===== src/rtl/bl_pwm_pkg.sv =====
package bl_pwm_pkg;
  localparam int unsigned OFS_W = 8;

  localparam logic [OFS_W-1:0] OFS_ENABLE = 8'h00;
  localparam logic [OFS_W-1:0] OFS_COMMIT = 8'h08;
  localparam logic [OFS_W-1:0] OFS_CTRL0  = 8'h10;
  localparam logic [OFS_W-1:0] OFS_CTRL1  = 8'h14;

  localparam int unsigned PRESC_LSB = 16;
  localparam int unsigned PER_LSB   = 0;
  localparam int unsigned HIGH_LSB  = 16;
endpackage


===== src/rtl/bl_pwm_regs.sv =====
module bl_pwm_regs
  import bl_pwm_pkg::*;
#(
  parameter int unsigned DATA_W  = 32,
  parameter int unsigned PRESC_W = 10,
  parameter int unsigned PER_W   = 12,
  parameter int unsigned HIGH_W  = 13
) (
  input  logic               clk,
  input  logic               rst_n,
  input  logic               wr,
  input  logic               rd,
  input  logic [OFS_W-1:0]   addr,
  input  logic [DATA_W-1:0]  wdata,
  output logic [DATA_W-1:0]  rdata,
  output logic               en,
  output logic [PRESC_W-1:0] sh_presc,
  output logic [PER_W-1:0]   sh_per,
  output logic [HIGH_W-1:0]  sh_high,
  output logic               commit_rise
);
  logic commit_q;
  logic unused_wdata;

  assign unused_wdata = ^wdata;
  assign commit_rise  = wr && (addr == OFS_COMMIT) && wdata[0] && !commit_q;

  always_ff @(posedge clk or negedge rst_n) begin
    if (!rst_n) begin
      en       <= 1'b0;
      commit_q <= 1'b0;
      sh_presc <= '0;
      sh_per   <= '0;
      sh_high  <= '0;
    end else if (wr) begin
      case (addr)
        OFS_ENABLE: en       <= wdata[0];
        OFS_COMMIT: commit_q <= wdata[0];
        OFS_CTRL0:  sh_presc <= wdata[PRESC_LSB +: PRESC_W];
        OFS_CTRL1: begin
          sh_per  <= wdata[PER_LSB +: PER_W];
          sh_high <= wdata[HIGH_LSB +: HIGH_W];
        end
        default: ;
      endcase
    end
  end

  always_comb begin
    rdata = '0;
    if (rd) begin
      case (addr)
        OFS_ENABLE: rdata[0] = en;
        OFS_COMMIT: rdata[0] = commit_q;
        OFS_CTRL0:  rdata[PRESC_LSB +: PRESC_W] = sh_presc;
        OFS_CTRL1: begin
          rdata[PER_LSB +: PER_W]   = sh_per;
          rdata[HIGH_LSB +: HIGH_W] = sh_high;
        end
        default: ;
      endcase
    end
  end
endmodule


===== src/rtl/bl_pwm_core.sv =====
module bl_pwm_core #(
  parameter int unsigned PRESC_W = 10,
  parameter int unsigned PER_W   = 12,
  parameter int unsigned HIGH_W  = 13
) (
  input  logic               clk,
  input  logic               rst_n,
  input  logic               en,
  input  logic [PRESC_W-1:0] sh_presc,
  input  logic [PER_W-1:0]   sh_per,
  input  logic [HIGH_W-1:0]  sh_high,
  input  logic               commit_rise,
  output logic               pwm_out,
  output logic [PRESC_W-1:0] act_presc,
  output logic [PER_W-1:0]   act_per,
  output logic [HIGH_W-1:0]  act_high,
  output logic [PRESC_W-1:0] tick_cnt,
  output logic [PER_W-1:0]   cyc_cnt,
  output logic               pend,
  output logic               load_act,
  output logic               cycle_end
);
  localparam int unsigned CMP_W = (HIGH_W > PER_W) ? HIGH_W : PER_W;

  logic tick_end;

  function automatic logic is_last_tick(input logic [PRESC_W-1:0] cnt,
                                        input logic [PRESC_W-1:0] lim);
    return cnt == lim;
  endfunction

  function automatic logic is_last_slot(input logic [PER_W-1:0] cnt,
                                        input logic [PER_W-1:0] lim);
    return cnt == lim;
  endfunction

  function automatic logic duty_on(input logic [PER_W-1:0]  slot,
                                   input logic [HIGH_W-1:0] hw);
    logic [CMP_W-1:0] s_ext;
    logic [CMP_W-1:0] h_ext;
    s_ext = CMP_W'(slot);
    h_ext = CMP_W'(hw);
    return s_ext < h_ext;
  endfunction

  assign tick_end  = en && is_last_tick(tick_cnt, act_presc);
  assign cycle_end = tick_end && is_last_slot(cyc_cnt, act_per);
  assign load_act  = pend && (cycle_end || !en);
  assign pwm_out   = en && duty_on(cyc_cnt, act_high);

  always_ff @(posedge clk or negedge rst_n) begin
    if (!rst_n) begin
      pend <= 1'b0;
    end else if (commit_rise) begin
      pend <= 1'b1;
    end else if (load_act) begin
      pend <= 1'b0;
    end
  end

  always_ff @(posedge clk or negedge rst_n) begin
    if (!rst_n) begin
      act_presc <= '0;
      act_per   <= '0;
      act_high  <= '0;
    end else if (load_act) begin
      act_presc <= sh_presc;
      act_per   <= sh_per;
      act_high  <= sh_high;
    end
  end

  always_ff @(posedge clk or negedge rst_n) begin
    if (!rst_n) begin
      tick_cnt <= '0;
      cyc_cnt  <= '0;
    end else if (!en) begin
      tick_cnt <= '0;
      cyc_cnt  <= '0;
    end else if (tick_end) begin
      tick_cnt <= '0;
      cyc_cnt  <= cycle_end ? '0 : cyc_cnt + 1'b1;
    end else begin
      tick_cnt <= tick_cnt + 1'b1;
    end
  end
endmodule


===== src/rtl/bl_pwm_top.sv =====
module bl_pwm_top
  import bl_pwm_pkg::*;
#(
  parameter int unsigned DATA_W  = 32,
  parameter int unsigned PRESC_W = 10,
  parameter int unsigned PER_W   = 12,
  parameter int unsigned HIGH_W  = 13
) (
  input  logic              clk,
  input  logic              rst_n,
  input  logic              reg_wr,
  input  logic              reg_rd,
  input  logic [OFS_W-1:0]  reg_addr,
  input  logic [DATA_W-1:0] reg_wdata,
  output logic [DATA_W-1:0] reg_rdata,
  output logic              pwm_out
);
  logic               en_q;
  logic [PRESC_W-1:0] sh_presc;
  logic [PER_W-1:0]   sh_per;
  logic [HIGH_W-1:0]  sh_high;
  logic               commit_rise;
  logic [PRESC_W-1:0] act_presc;
  logic [PER_W-1:0]   act_per;
  logic [HIGH_W-1:0]  act_high;
  logic [PRESC_W-1:0] tick_cnt;
  logic [PER_W-1:0]   cyc_cnt;
  logic               pend;
  logic               load_act;
  logic               cycle_end;

  bl_pwm_regs #(
    .DATA_W(DATA_W), .PRESC_W(PRESC_W), .PER_W(PER_W), .HIGH_W(HIGH_W)
  ) regs_i (
    .clk(clk), .rst_n(rst_n), .wr(reg_wr), .rd(reg_rd), .addr(reg_addr),
    .wdata(reg_wdata), .rdata(reg_rdata), .en(en_q), .sh_presc(sh_presc),
    .sh_per(sh_per), .sh_high(sh_high), .commit_rise(commit_rise)
  );

  bl_pwm_core #(
    .PRESC_W(PRESC_W), .PER_W(PER_W), .HIGH_W(HIGH_W)
  ) core_i (
    .clk(clk), .rst_n(rst_n), .en(en_q), .sh_presc(sh_presc), .sh_per(sh_per),
    .sh_high(sh_high), .commit_rise(commit_rise), .pwm_out(pwm_out),
    .act_presc(act_presc), .act_per(act_per), .act_high(act_high),
    .tick_cnt(tick_cnt), .cyc_cnt(cyc_cnt), .pend(pend), .load_act(load_act),
    .cycle_end(cycle_end)
  );
endmodule


===== config.mk =====
export PLATFORM = sky130hd
export DESIGN_NAME = bl_pwm_top
export DESIGN_NICKNAME = d
export VERILOG_FILES = /design/src/rtl/bl_pwm_pkg.sv /design/src/rtl/bl_pwm_regs.sv /design/src/rtl/bl_pwm_core.sv /design/src/rtl/bl_pwm_top.sv
export SDC_FILE = /design/constraint.sdc
export NUM_CORES = 1
export LEC_CHECK = 0
export BUFFER_PORTS_ARGS = -buffer_cell sky130_fd_sc_hd__buf_2
export CAP_MARGIN = 20
export CORE_UTILIZATION = 62
export DETAILED_ROUTE_END_ITERATION = 8
export GPL_ROUTABILITY_DRIVEN = 0
export MAX_ROUTING_LAYER = met4
export PLACE_DENSITY = 0.86
export RECOVER_POWER = 50
export SYNTH_ARGS = -nofsm -noshare
export SYNTH_HDL_FRONTEND = slang
export SYNTH_HIERARCHICAL = 1
export SYNTH_SLANG_ARGS = --single-unit

===== constraint.sdc =====
create_clock -name clk -period 4.1 [get_ports clk]
set_input_delay 0.82 -clock clk [delete_from_list [all_inputs] [get_ports clk]]
set_output_delay 0.82 -clock clk [all_outputs]
set_load 0.05 [all_outputs]

### Word-level counts from Yosys, hierarchy flattened

Index checks and enable logic that the tools add are counted.

* flip-flop bits (word level): 95
* word-level logic and storage cells: 49
* output and inout bits: 33
* bits of input ports: 44

* magnitude comparators: 1
* equal/unequal tests: 6
* mux-type cells: 13
* add/sub/neg operators: 2
* reductions and logical operators: 16

Operators by type and width (count)
* $mux 12: 4
* $mux 10: 2
* $pmux 10 s2: 1
* $eq 8x5->1 const B: 2
* $lt 12x13->1: 1
* $mux 13: 1
* $add 12x1->12 const B: 1
* $eq 12x12->1: 1
* $mux 11: 1
* $add 10x1->10 const B: 1
* $eq 10x10->1: 1
* $eq 8x4->1 const B: 1
* $logic_not 8->1: 1
* $reduce_and 2->1: 4
* $logic_and 1x1->1: 7
* $mux 3: 1
* $pmux 1 s3: 1
* $logic_not 1->1: 2
* $mux 1: 2
* $ne 2x1->1 const B: 1
* $reduce_bool 2->1: 1
* $logic_or 1x1->1: 1

### Logic depth before layout (Yosys ltp)

Gate-level depths: netlist of run 1.

* depth after elaboration: 7
* mapped depth: 8
* depth with buffers taken out: 7

### Cells and area by module

The synthesis of run 1 kept the hierarchy.

By module, submodules not included
* bl_pwm_core: area an instance 3160.5 um2, cells each 279, instances 1, sequential area each 1451.4 um2
* bl_pwm_regs: area an instance 1881.8 um2, cells each 136, instances 1, sequential area each 925.9 um2

### Worst setup path before layout of run 1

No wires, ideal clock.

* path kind: input port to output port
* from: input reg_addr[5]
* to: output reg_rdata[16]
* arrival: 2189 ps
* path slack: 1091 ps
* cell stages on the path: 3
* buffers on the path: 0
* required time: 3280 ps
* cell sequence: nor4b_4 nand3_1 nor2_1

* word-level cells in the longest chain between the ends: 3
* elaborated cells between the ends (all ways): 4
* classes of those cells: 2 x eq/ne; 2 x mux

RTL lines
* start, declared: line bl_pwm_top.sv:13 `input logic [OFS_W-1:0] reg_addr,`
* $eq 8x5->1: line bl_pwm_regs.sv:52 `case (addr)`
* $pmux 10 s2 (*): line bl_pwm_regs.sv:52
* $mux 13 (*): line bl_pwm_regs.sv:51 `if (rd) begin`
* end, declared: line bl_pwm_top.sv:15 `output logic [DATA_W-1:0] reg_rdata,`

Every way passes the cells marked *; elsewhere a longest branch is shown, timed or not.

### Final worst setup path of run 1

* from: register core_i.cyc_cnt[9]
* to: output pwm_out

* word-level cells in the longest chain between the ends: 2

RTL lines
* start, declared: line bl_pwm_core.sv:18 `output logic [PER_W-1:0] cyc_cnt,`
* start signal, assigned: line bl_pwm_core.sv:82 `cyc_cnt <= cycle_end ? '0 : cyc_cnt + 1'b1;`
* $lt 12x13->1: line bl_pwm_core.sv:43 `return s_ext < h_ext;`
* $logic_and 1x1->1: line bl_pwm_core.sv:49 `assign pwm_out = en && duty_on(cyc_cnt, act_high);`
* end, declared: line bl_pwm_top.sv:16 `output logic pwm_out`

Every way passes these cells.

==> flow_summary.rst, run 1 <==
.. list-table::
   :header-rows: 1

   * - Metric
     - Value
   * - Antenna fix cells
     - 0
   * - Nets
     - 527
   * - Setup TNS
     - 0 ps
   * - Fraction of layout instances using a drive strength above 1
     - 0.3305
   * - Final count of negative-setup-slack endpoints
     - 0
   * - Post-Syn Area per Cell
     - 12.17 um^2
   * - Period utilization
     - 0.8524
   * - Overall global routing resource usage
     - 0.2776
   * - Total Die Area
     - 0.008492 mm^2
   * - Status
     - complete, but fails checks
   * - Level count of the clock H-tree
     - 3
   * - DRC violation count after routing
     - 0
   * - Synthesized instance count
     - 414
   * - Die span in y
     - 92.15 um
   * - Count of hold-fix buffers inserted at cts
     - 0
   * - Max_slew headroom
     - -0.1272
   * - Yosys warns
     - 6
   * - # Max-Cap Violations
     - 1
   * - Area of the mapped netlist
     - 0.005039 mm^2
   * - Type of the worst setup path
     - reg -> out
   * - Cell family with most CP delay
     - compound AO/OA/AOI/OAI gates
   * - Clock Latency Late Sink
     - 360 ps
   * - Highest Clock Rate
     - 286.1 MHz
   * - Critical Path AT
     - 2670 ps
   * - Signed area change from the synthesized netlist to the final layout
     - 9.759%
   * - Clock slew at reported path FFs
     - 90 ps
   * - Setup slack of the worst register-to-register path
     - 1310 ps
   * - Final HPWL DP
     - 7453 um
   * - Buffer type at the clock tree root
     - sky130_fd_sc_hd__clkbuf_8
   * - Violation count after the first detailed-routing iteration
     - 347
   * - Via count
     - 3535
   * - Number of post-CTS setup repair buffers
     - 0
   * - Cell with the biggest individual delay on the critical path
     - sky130_fd_sc_hd__a2111oi_0
   * - Die X-Extent
     - 92.15 um
   * - Leakage power
     - 2.759 nW
   * - Largest stage delay on the critical path
     - 650 ps
   * - Final core utilization
     - 0.7083
   * - Port buffer count
     - 62
   * - Total Wirelength
     - 10700 um
   * - Initial antenna violation count
     - 0
   * - Crit path capture type
     - output port
   * - Final global-route overflow total
     - 0
   * - # resized after CTS
     - 0
   * - TritonCTS buffer count
     - 9
   * - Worst path buffer plus inverter count
     - 1
   * - First drt pass iteration count
     - 7
   * - Number of cells in the finished layout apart from fillers
     - 577
   * - Buffer levels on the longest clock path
     - 2
   * - First-pass GRT wire length
     - 17370 um
   * - Required @ worst endpoint
     - 3280 ps
   * - Failing checks
     - max-capacitance violations, max-slew violations
   * - Placeable Area
     - 0.007807 mm^2
   * - TritonCTS clock tree
     - built
   * - # rows
     - 32
   * - # placed instances
     - 561
   * - Largest vdd supply drop
     - 0.1934 mV
   * - Number of hold violations in the final report
     - 0
   * - WL per Instance
     - 18.54 um
   * - Clock tree skew after final layout
     - 16.15 ps
   * - Worst-Margin Slew
     - 1691 ps
   * - Number of clock sinks seen by CTS
     - 95
   * - Count of nets left with antenna violations after detail routing
     - 0
   * - Via count of the first global-routing pass
     - 3637
   * - Via density
     - 6.127
   * - Maximum number of pins on one net before global-route repair
     - 71
   * - RSZ-0062 raised after global routing
     - no
   * - Initial Util
     - 0.6454
   * - Number of ports placed on the die boundary
     - 77
   * - Minimum clock period after layout
     - 3495 ps
   * - CP cell instances
     - ha_1, a2111oi_0, a211oi_1, a31oi_1, buf_2
   * - Power density relative to cell area
     - 311.3 mW/mm^2
   * - Worst-path fanout max
     - 8
   * - Max-slew violation total from the final report
     - 71
   * - Kind of start point of the critical path
     - flip-flop
   * - Type of the worst min-delay path
     - reg -> reg
[stage by stage]
step	power [W]	setup slack, ps	area [um^2]	hold slack, ps
final	0.001722	605.3	5530	509.9
after global routing	0.001783	560.3	5530	546.4
after CTS	0.001731	742.3	5544	515.3
after detailed placement	0.001097	967.6	5329	493.8
after global placement	0.001091	1026	5329	490.9
after floorplan	0.001048	1091	5061	479.3
[worst paths after layout]
check / start / endpoint / cells past startpoint
max: core_i/cyc_cnt[9] / pwm_out / 5
min: core_i/act_high[1] / core_i/act_high[1] / 1
max reg2reg: core_i/tick_cnt[0] / core_i/act_high[4] / 6
min reg2reg: core_i/act_high[1] / core_i/act_high[1] / 1
max in group asynchronous: rst_n / core_i/cyc_cnt[1] / 2
min in group asynchronous: rst_n / core_i/act_high[1] / 1
[cells in the final DEF, fill, tap and decap left out, drive strengths merged, types with 3 or more instances in the layout]
cell and n:
buf 61, xnor2 20, or4 3, o21ai 3, dfrtp 95, mux2i 12
nor2b 3, xor2 10, and3 8, conb 7, a32oi 3, and4 3
nand3 16, nor3 4, nor4 5, nand2 14, mux2 72, a31oi 3
nor3b 3, clkinv 3, and2 16, o41ai 3, nor2 26, inv 14
clkbuf 15, nand4 8, ha 13
[power by group]
group / total [W] / leakage [nW] / switching [W] / internal (W)
clock network: 0.000645 / 0.106 / 0.000326 / 0.000320
logic: 0.000106 / 1.33 / 0.0000650 / 0.0000409
registers: 0.000970 / 1.32 / 0.0000159 / 0.000954
total: 0.00172 / 2.76 / 0.000407 / 0.00131
[layer usage]
layer	vias to the layer above	GRT usage	wire (um)
li1	1582	-	-
met1	1730	0.3452	4347
met2	184	0.4440	5289
met3	39	0.05556	781
met4	0	0.1198	278
met5	-	-	0
[state kept, by name, summed over array words and instances, names as in the netlist]
| signal | count |
|---|---|
| core_i/act_high | 13 |
| core_i/act_per | 12 |
| core_i/act_presc | 10 |
| core_i/cyc_cnt | 12 |
| core_i/pend | 1 |
| core_i/tick_cnt | 10 |
| regs_i/commit_q | 1 |
| regs_i/en | 1 |
| regs_i/sh_high | 13 |
| regs_i/sh_per | 12 |
| regs_i/sh_presc | 10 |
[final cells by class]
cell class | instances | area, um^2
clock inverters | 5 | 63.81
well taps | 102 | 127.6
clock buffers | 11 | 151.4
repair buffers | 65 | 326.6
fillers | 535 | 2277
multi-input cells | 285 | 2431
flip-flops and latches | 95 | 2377
inverters | 14 | 52.55
(Power assumes the default switching activity.)
==> inputs of run 2 (changes only) <==
--- a/config.mk
+++ b/config.mk
@@ -12,7 +12,6 @@
 export GPL_ROUTABILITY_DRIVEN = 0
 export MAX_ROUTING_LAYER = met4
 export PLACE_DENSITY = 0.86
-export RECOVER_POWER = 50
 export SYNTH_ARGS = -nofsm -noshare
 export SYNTH_HDL_FRONTEND = slang
 export SYNTH_HIERARCHICAL = 1
==> run 2 against run 1 <==
Net effect:
- the run now ends clean
- sequential power about the same
- die area unchanged
- register-to-register slack worse by 20 ps
- via count up 1.4%
- sequential share of layout area down 0.11 points
- critical path type unchanged
- setup slack better by 140 ps
- critical path depth unchanged
- combinational power about the same
- largest power group unchanged
==> flow_summary.rst, run 2 (same netlist as run 1, synthesis figures left out) <==
.. list-table::
   :header-rows: 1

   * - Metric
     - Value
   * - Status
     - completed
   * - Buffer levels on the longest clock path
     - 2 (unchanged)
   * - Setup TNS
     - 0 ps (unchanged)
   * - Via count of the first global-routing pass
     - 3637 (unchanged)
   * - Final HPWL DP
     - 7453 um (unchanged)
   * - Largest vdd supply drop
     - 0.1931 mV (-0.15%)
   * - Nets
     - 527 (unchanged)
   * - TritonCTS buffer count
     - 9 (unchanged)
   * - Max-slew violation total from the final report
     - 0 (-100%)
   * - Most common library cell in the layout ignoring fill and taps
     - sky130_fd_sc_hd__dfrtp_1
   * - Clock slew at reported path FFs
     - 90 ps (about the same)
   * - Count of nets left with antenna violations after detail routing
     - 0 (unchanged)
   * - Signed area change from the synthesized netlist to the final layout
     - 10.03%
   * - Number of post-CTS setup repair buffers
     - 0 (unchanged)
   * - Met1 usage in global routing
     - 0.3452 (unchanged)
   * - Period utilization
     - 0.8193 (-0.03311)
   * - Global routing usage on met3
     - 0.05556 (unchanged)
   * - Via count
     - 3584 (+1.4%)
   * - Buffer type at the clock tree root
     - sky130_fd_sc_hd__clkbuf_8
   * - RSZ-0062 raised after global routing
     - no
   * - Number of hold violations in the final report
     - 0 (unchanged)
   * - Violation count after the first detailed-routing iteration
     - 360 (+3.7%)
   * - DRC violation count after routing
     - 0 (unchanged)
   * - Max_slew headroom
     - 0.4210 (+0.5482)
   * - Count of hold-fix buffers inserted at cts
     - 0 (unchanged)
   * - Number of clock sinks seen by CTS
     - 95 (unchanged)
   * - Type of the worst min-delay path
     - reg -> reg
   * - Leakage power
     - 2.770 nW (+0.39%)
   * - Die span in y
     - 92.15 um (unchanged)
   * - Most frequent cells in the layout
     - 95 x sky130_fd_sc_hd__dfrtp_1, 61 x sky130_fd_sc_hd__buf_2, 52 x sky130_fd_sc_hd__mux2_2
   * - Highest Clock Rate
     - 297.7 MHz (+4.0%)
   * - Grt met2 use
     - 0.4440 (unchanged)
   * - Total Die Area
     - 0.008492 mm^2 (unchanged)
   * - TritonCTS clock tree
     - built
   * - Crit path capture type
     - output port
   * - Fraction of layout instances using a drive strength above 1
     - 0.3389 (+0.008421)
   * - Maximum number of pins on one net before global-route repair
     - 71 (unchanged)
   * - Cell with the biggest individual delay on the critical path
     - sky130_fd_sc_hd__a2111oi_0
   * - Post-placement cell area
     - 0.005329 mm^2 (unchanged)
   * - CP cell instances
     - ha_1, a2111oi_0, a211oi_1, a31oi_1, buf_2
   * - Initial antenna violation count
     - 0 (unchanged)
   * - Clock Latency Late Sink
     - 360 ps (about the same)
   * - Via density
     - 6.211 (+1.4%)
   * - Final count of negative-setup-slack endpoints
     - 0 (unchanged)
   * - Required @ worst endpoint
     - 3280 ps (about the same)
   * - Initial Util
     - 0.6454 (unchanged)
   * - Level count of the clock H-tree
     - 3 (unchanged)
   * - # Max-Cap Violations
     - 0 (-1)
   * - Antenna fix cells
     - 0 (unchanged)
   * - Largest stage delay on the critical path
     - 560 ps (-90 ps)
   * - Worst-Margin Slew
     - 868.6 ps (-822.2 ps)
   * - Power density relative to cell area
     - 311.2 mW/mm^2 (about the same)
   * - Top Registers
     - core_i/act_high x13, regs_i/sh_high x13
   * - Critical Path AT
     - 2540 ps (-130 ps)
   * - Clock tree skew after final layout
     - 16.72 ps (+0.5713 ps)
   * - Kind of start point of the critical path
     - flip-flop
   * - Minimum clock period after layout
     - 3359 ps (-135.7 ps)
   * - Type of the worst setup path
     - reg -> out
   * - # rows
     - 32 (unchanged)
   * - Fin area
     - 0.005544 mm^2 (+0.25%)
   * - Placeable Area
     - 0.007807 mm^2 (unchanged)
   * - Final global-route overflow total
     - 0 (unchanged)
   * - Port buffer count
     - 62 (unchanged)
   * - Total Wirelength
     - 10780 um (+0.78%)
   * - Overall global routing resource usage
     - 0.2776 (unchanged)
   * - First drt pass iteration count
     - 6 (-1)
   * - WL per Instance
     - 18.68 um (+0.78%)
   * - Worst-path fanout max
     - 8 (unchanged)
   * - # resized after CTS
     - 0 (unchanged)
   * - Global-route layer with the greatest usage
     - met2
   * - Number of ports placed on the die boundary
     - 77 (unchanged)
   * - First-pass GRT wire length
     - 17370 um (unchanged)
   * - Die X-Extent
     - 92.15 um (unchanged)
==> run 2: cell types whose count changed in the layout (fill, tap and decap cells not counted), sizes merged <==
cell	previous run	this run
clkbuf	15	11
buf	61	65
==> run 2: worst paths after layout <==
kind                       slack [ps]               start  depth (start not counted)                 end
max in group asynchronous        2670               rst_n                          2   core_i/cyc_cnt[1]
max reg2reg                      1290  core_i/tick_cnt[0]                          6  core_i/act_high[4]
min reg2reg                       510  core_i/act_high[1]                          1  core_i/act_high[1]
max                               740   core_i/cyc_cnt[9]                          5             pwm_out
min                               510  core_i/act_high[1]                          1  core_i/act_high[1]
min in group asynchronous         560               rst_n                          1  core_i/act_high[1]
==> run 2: area by class of cell <==
type / instances / area, um^2
inverters: 14 / 52.55
multi-input cells: 285 / 2436
clock inverters: 5 / 63.81
repair buffers: 65 / 335.3
clock buffers: 11 / 151.4
fillers: 534 / 2263
well taps: 102 / 127.6
flip-flops and latches: 95 / 2377
==> run 2: per-layer routing <==
metal,vias to the layer above,wire (um)
met4,0,376
met2,188,5250
met3,54,655
met1,1761,4497
met5,-,0
li1,1581,-
==> run 2: worst max-delay path, delay by kind of cell (launching register included) <==
family                   cells  cell delay (ps)
buffers and inverters        1              310
AO/OA/AOI/OAI                3             1030
flip-flops                   1              480
adder cells (fa/ha/maj)      1              370
==> run 2: metrics by stage <==
step	worst slack (ps)	hold WS [ps]	total power [W]	cells	util
6_report	741.1	510.3	0.001725	577	0.7101
5_1_grt	615.4	546.4	0.001784	577	0.7101
4_1_cts	742.3	515.3	0.001731	577	0.7101
3_5_place_dp	967.6	493.8	0.001097	561	0.6825
3_3_place_gp	1026	490.9	0.001091	561	0.6825
2_1_floorplan	1091	479.3	0.001048	420	-
==> run 2: power by group <==
group	internal, W	switching (W)	total, W
Clock	0.000320	0.000328	0.000647
Sequential	0.000954	0.0000159	0.000970
Combinational	0.0000420	0.0000655	0.000107
==> inputs of run 3 (changes only) <==
--- a/config.mk
+++ b/config.mk
@@ -7,11 +7,11 @@
 export LEC_CHECK = 0
 export BUFFER_PORTS_ARGS = -buffer_cell sky130_fd_sc_hd__buf_2
 export CAP_MARGIN = 20
-export CORE_UTILIZATION = 62
+export CORE_UTILIZATION = 57
 export DETAILED_ROUTE_END_ITERATION = 8
 export GPL_ROUTABILITY_DRIVEN = 0
 export MAX_ROUTING_LAYER = met4
-export PLACE_DENSITY = 0.86
+export PLACE_DENSITY = 0.8
 export SYNTH_ARGS = -nofsm -noshare
 export SYNTH_HDL_FRONTEND = slang
 export SYNTH_HIERARCHICAL = 1
==> constraint.sdc (replaced) <==
create_clock -name clk -period 3.23 [get_ports clk]
set_input_delay 0.646 -clock clk [delete_from_list [all_inputs] [get_ports clk]]
set_output_delay 0.646 -clock clk [all_outputs]
set_load 0.05 [all_outputs]
==> run 3 against run 2 <==
Net effect:
- global-route usage decreased by 2.0 points
- clock power increased by 28%
- wire length decreased by 5.4%
- largest power group unchanged
- utilization decreased by 4.5 points
- critical endpoint unchanged
- cell count increased by 0.52%
- first-iteration DRC count decreased by 30%
- highest routed layer unchanged
- via count decreased by 1.9%
- combinational power increased by 26%
- count of clock-buffer cells in the layout decreased by 2
==> flow_summary.rst, run 3 (same netlist as run 1, synthesis figures left out) <==
.. list-table::
   :header-rows: 1

   * - Metric
     - Value
   * - Status
     - completed
   * - First drt pass iteration count
     - 5 (-1)
   * - Final count of negative-setup-slack endpoints
     - 0 (unchanged)
   * - Number of ports placed on the die boundary
     - 77 (unchanged)
   * - Die span in y
     - 96.02 um (+4.2%)
   * - Grt met2 use
     - 0.3924 (-0.05159)
   * - Type of the worst setup path
     - reg -> out
   * - Violation count after the first detailed-routing iteration
     - 251 (-30%)
   * - # rows
     - 33 (+3.1%)
   * - DRC violation count after routing
     - 0 (unchanged)
   * - Buffer levels on the longest clock path
     - 2 (unchanged)
   * - Die X-Extent
     - 96.02 um (+4.2%)
   * - Count of hold-fix buffers inserted at cts
     - 0 (unchanged)
   * - Fraction of power spent switching nets
     - 0.2275 (-0.009692)
   * - Kind of start point of the critical path
     - flip-flop
   * - Leakage power
     - 2.781 nW (+0.38%)
   * - CP cell instances
     - clkinv_1, or3_1, a31oi_1, buf_2
   * - Switching Power
     - 0.0004995 W (+22%)
   * - Largest stage delay on the critical path
     - 670 ps (+110 ps)
   * - Count of nets left with antenna violations after detail routing
     - 0 (unchanged)
   * - Power density relative to cell area
     - 393.8 mW/mm^2 (+27%)
   * - Antenna fix cells
     - 0 (unchanged)
   * - Period utilization
     - 0.9642
   * - Crit path capture type
     - output port
   * - Via count
     - 3515 (-1.9%)
   * - Gate power share
     - 0.061 (about the same)
   * - Final HPWL DP
     - 7357 um (-1.3%)
   * - Highest Clock Rate
     - 321.1 MHz
   * - Fraction of layout instances using a drive strength above 1
     - 0.3389 (unchanged)
   * - Critical Path AT
     - 2470 ps (-70 ps)
   * - First-pass GRT wire length
     - 17070 um (-1.7%)
   * - Max_slew headroom
     - 0.5489 (+0.1280)
   * - Max-slew violation total from the final report
     - 0 (unchanged)
   * - TritonCTS buffer count
     - 9 (unchanged)
   * - Initial antenna violation count
     - 0 (unchanged)
   * - # Max-Cap Violations
     - 0 (unchanged)
   * - Flop pwr share
     - 0.562 (about the same)
   * - WL per Instance
     - 17.58 um (-5.9%)
   * - Clock slew at reported path FFs
     - 90 ps (about the same)
   * - Worst path buffer plus inverter count
     - 2 (+1)
   * - Overall global routing resource usage
     - 0.2572 (-0.02043)
   * - Internal portion of total power
     - 0.001696 W (+29%)
   * - Setup TNS
     - 0 ps (unchanged)
   * - Maximum number of pins on one net before global-route repair
     - 48 (-32%)
   * - Clock tree skew after final layout
     - 13.08 ps (-3.638 ps)
   * - Minimum clock period after layout
     - 3114 ps
   * - Global routing usage on met3
     - 0.05055 (-0.005003)
   * - Port buffer count
     - 62 (unchanged)
   * - Number of clock sinks seen by CTS
     - 95 (unchanged)
   * - Clock network power share
     - 0.377 (+0.002)
   * - Placeable Area
     - 0.008382 mm^2 (+7.4%)
   * - Buffer type at the clock tree root
     - sky130_fd_sc_hd__clkbuf_8
   * - Worst-path fanout max
     - 14 (+6)
   * - Via density
     - 6.060 (-2.4%)
   * - Level count of the clock H-tree
     - 3 (unchanged)
   * - Signed area change from the synthesized netlist to the final layout
     - 10.65%
   * - Global-route layer with the greatest usage
     - met2
   * - Largest vdd supply drop
     - 0.3347 mV (+73%)
   * - Via count of the first global-routing pass
     - 3424 (-5.9%)
   * - Most frequent cells in the layout
     - 95 x sky130_fd_sc_hd__dfrtp_1, 61 x sky130_fd_sc_hd__buf_2, 52 x sky130_fd_sc_hd__mux2_2
   * - # resized after CTS
     - 0 (unchanged)
   * - Type of the worst min-delay path
     - in -> async
   * - Final core utilization
     - 0.6652 (-0.04492)
   * - Cell family with most CP delay
     - buffers and inverters
   * - Initial Util
     - 0.6011 (-0.04422)
   * - Final global-route overflow total
     - 0 (unchanged)
   * - Number of hold violations in the final report
     - 0 (unchanged)
   * - Top Registers
     - core_i/act_high x13, regs_i/sh_high x13
   * - Number of post-CTS setup repair buffers
     - 0 (unchanged)
   * - Met1 usage in global routing
     - 0.3511 (+0.005821)
   * - Required @ worst endpoint
     - 2580 ps (-700 ps)
   * - Nets
     - 529 (+0.38%)
   * - Total Die Area
     - 0.009220 mm^2 (+8.6%)
   * - TritonCTS clock tree
     - built
   * - Total Wirelength
     - 10200 um (-5.4%)
   * - Clock Latency Late Sink
     - 360 ps (about the same)
   * - Worst-Margin Slew
     - 675.3 ps (-193.3 ps)
   * - Most common library cell in the layout ignoring fill and taps
     - sky130_fd_sc_hd__dfrtp_1
   * - RSZ-0062 raised after global routing
     - no
   * - Cell with the biggest individual delay on the critical path
     - sky130_fd_sc_hd__dfrtp_1
run 3: worst paths after layout:
path	from	endpoint	slack, ps	cells past startpoint
worst max-delay path	regs_i/en	pwm_out	120	4
worst min register to register	core_i/act_high[11]	core_i/act_high[11]	510	1
max in group asynchronous	rst_n	regs_i/sh_high[10]	2200	2
worst min-delay path	rst_n	regs_i/sh_high[6]	280	1
min in group clk	core_i/act_high[11]	core_i/act_high[11]	510	1
worst max register to register	core_i/tick_cnt[3]	core_i/act_presc[4]	580	6
run 3: final cells by class:
cell class	count	area (um^2)
fillers	600	2806
multi-input cells	285	2436
flip-flops and latches	95	2377
repair buffers	67	370.4
well taps	105	131.4
clock buffers	9	123.9
clock inverters	5	83.83
inverters	14	52.55
run 3: power by group through the flow:
stage	Clock (W)	Sequential, W	Combinational (W)
floorplan	0	0.00125	0.0000829
global placement	0	0.00125	0.000131
detailed placement	0	0.00126	0.000136
CTS	0.000842	0.00123	0.000136
global route	0.000896	0.00124	0.000149
finish	0.000827	0.00123	0.000135
run 3: per-layer routing:
metal | wire length [um] | vias to the layer above
li1 | - | 1588
met1 | 4408 | 1754
met2 | 4966 | 142
met3 | 607 | 31
met4 | 214 | 0
met5 | 0 | -
run 3: through the flow:
step / setup WS (ps) / instances / total power, W / area (um^2) / hold WS (ps)
after global placement: 501.3 / 565 / 0.001386 / 5340 / 491.9
final: 115.7 / 580 / 0.002196 / 5575 / 279.9
after CTS: 209.8 / 580 / 0.002212 / 5575 / 296.2
after detailed placement: 459.3 / 566 / 0.001393 / 5368 / 495.9
after floorplan: 409.4 / 420 / 0.001330 / 5061 / 350.4
after global routing: 34.51 / 580 / 0.002282 / 5575 / 318.1
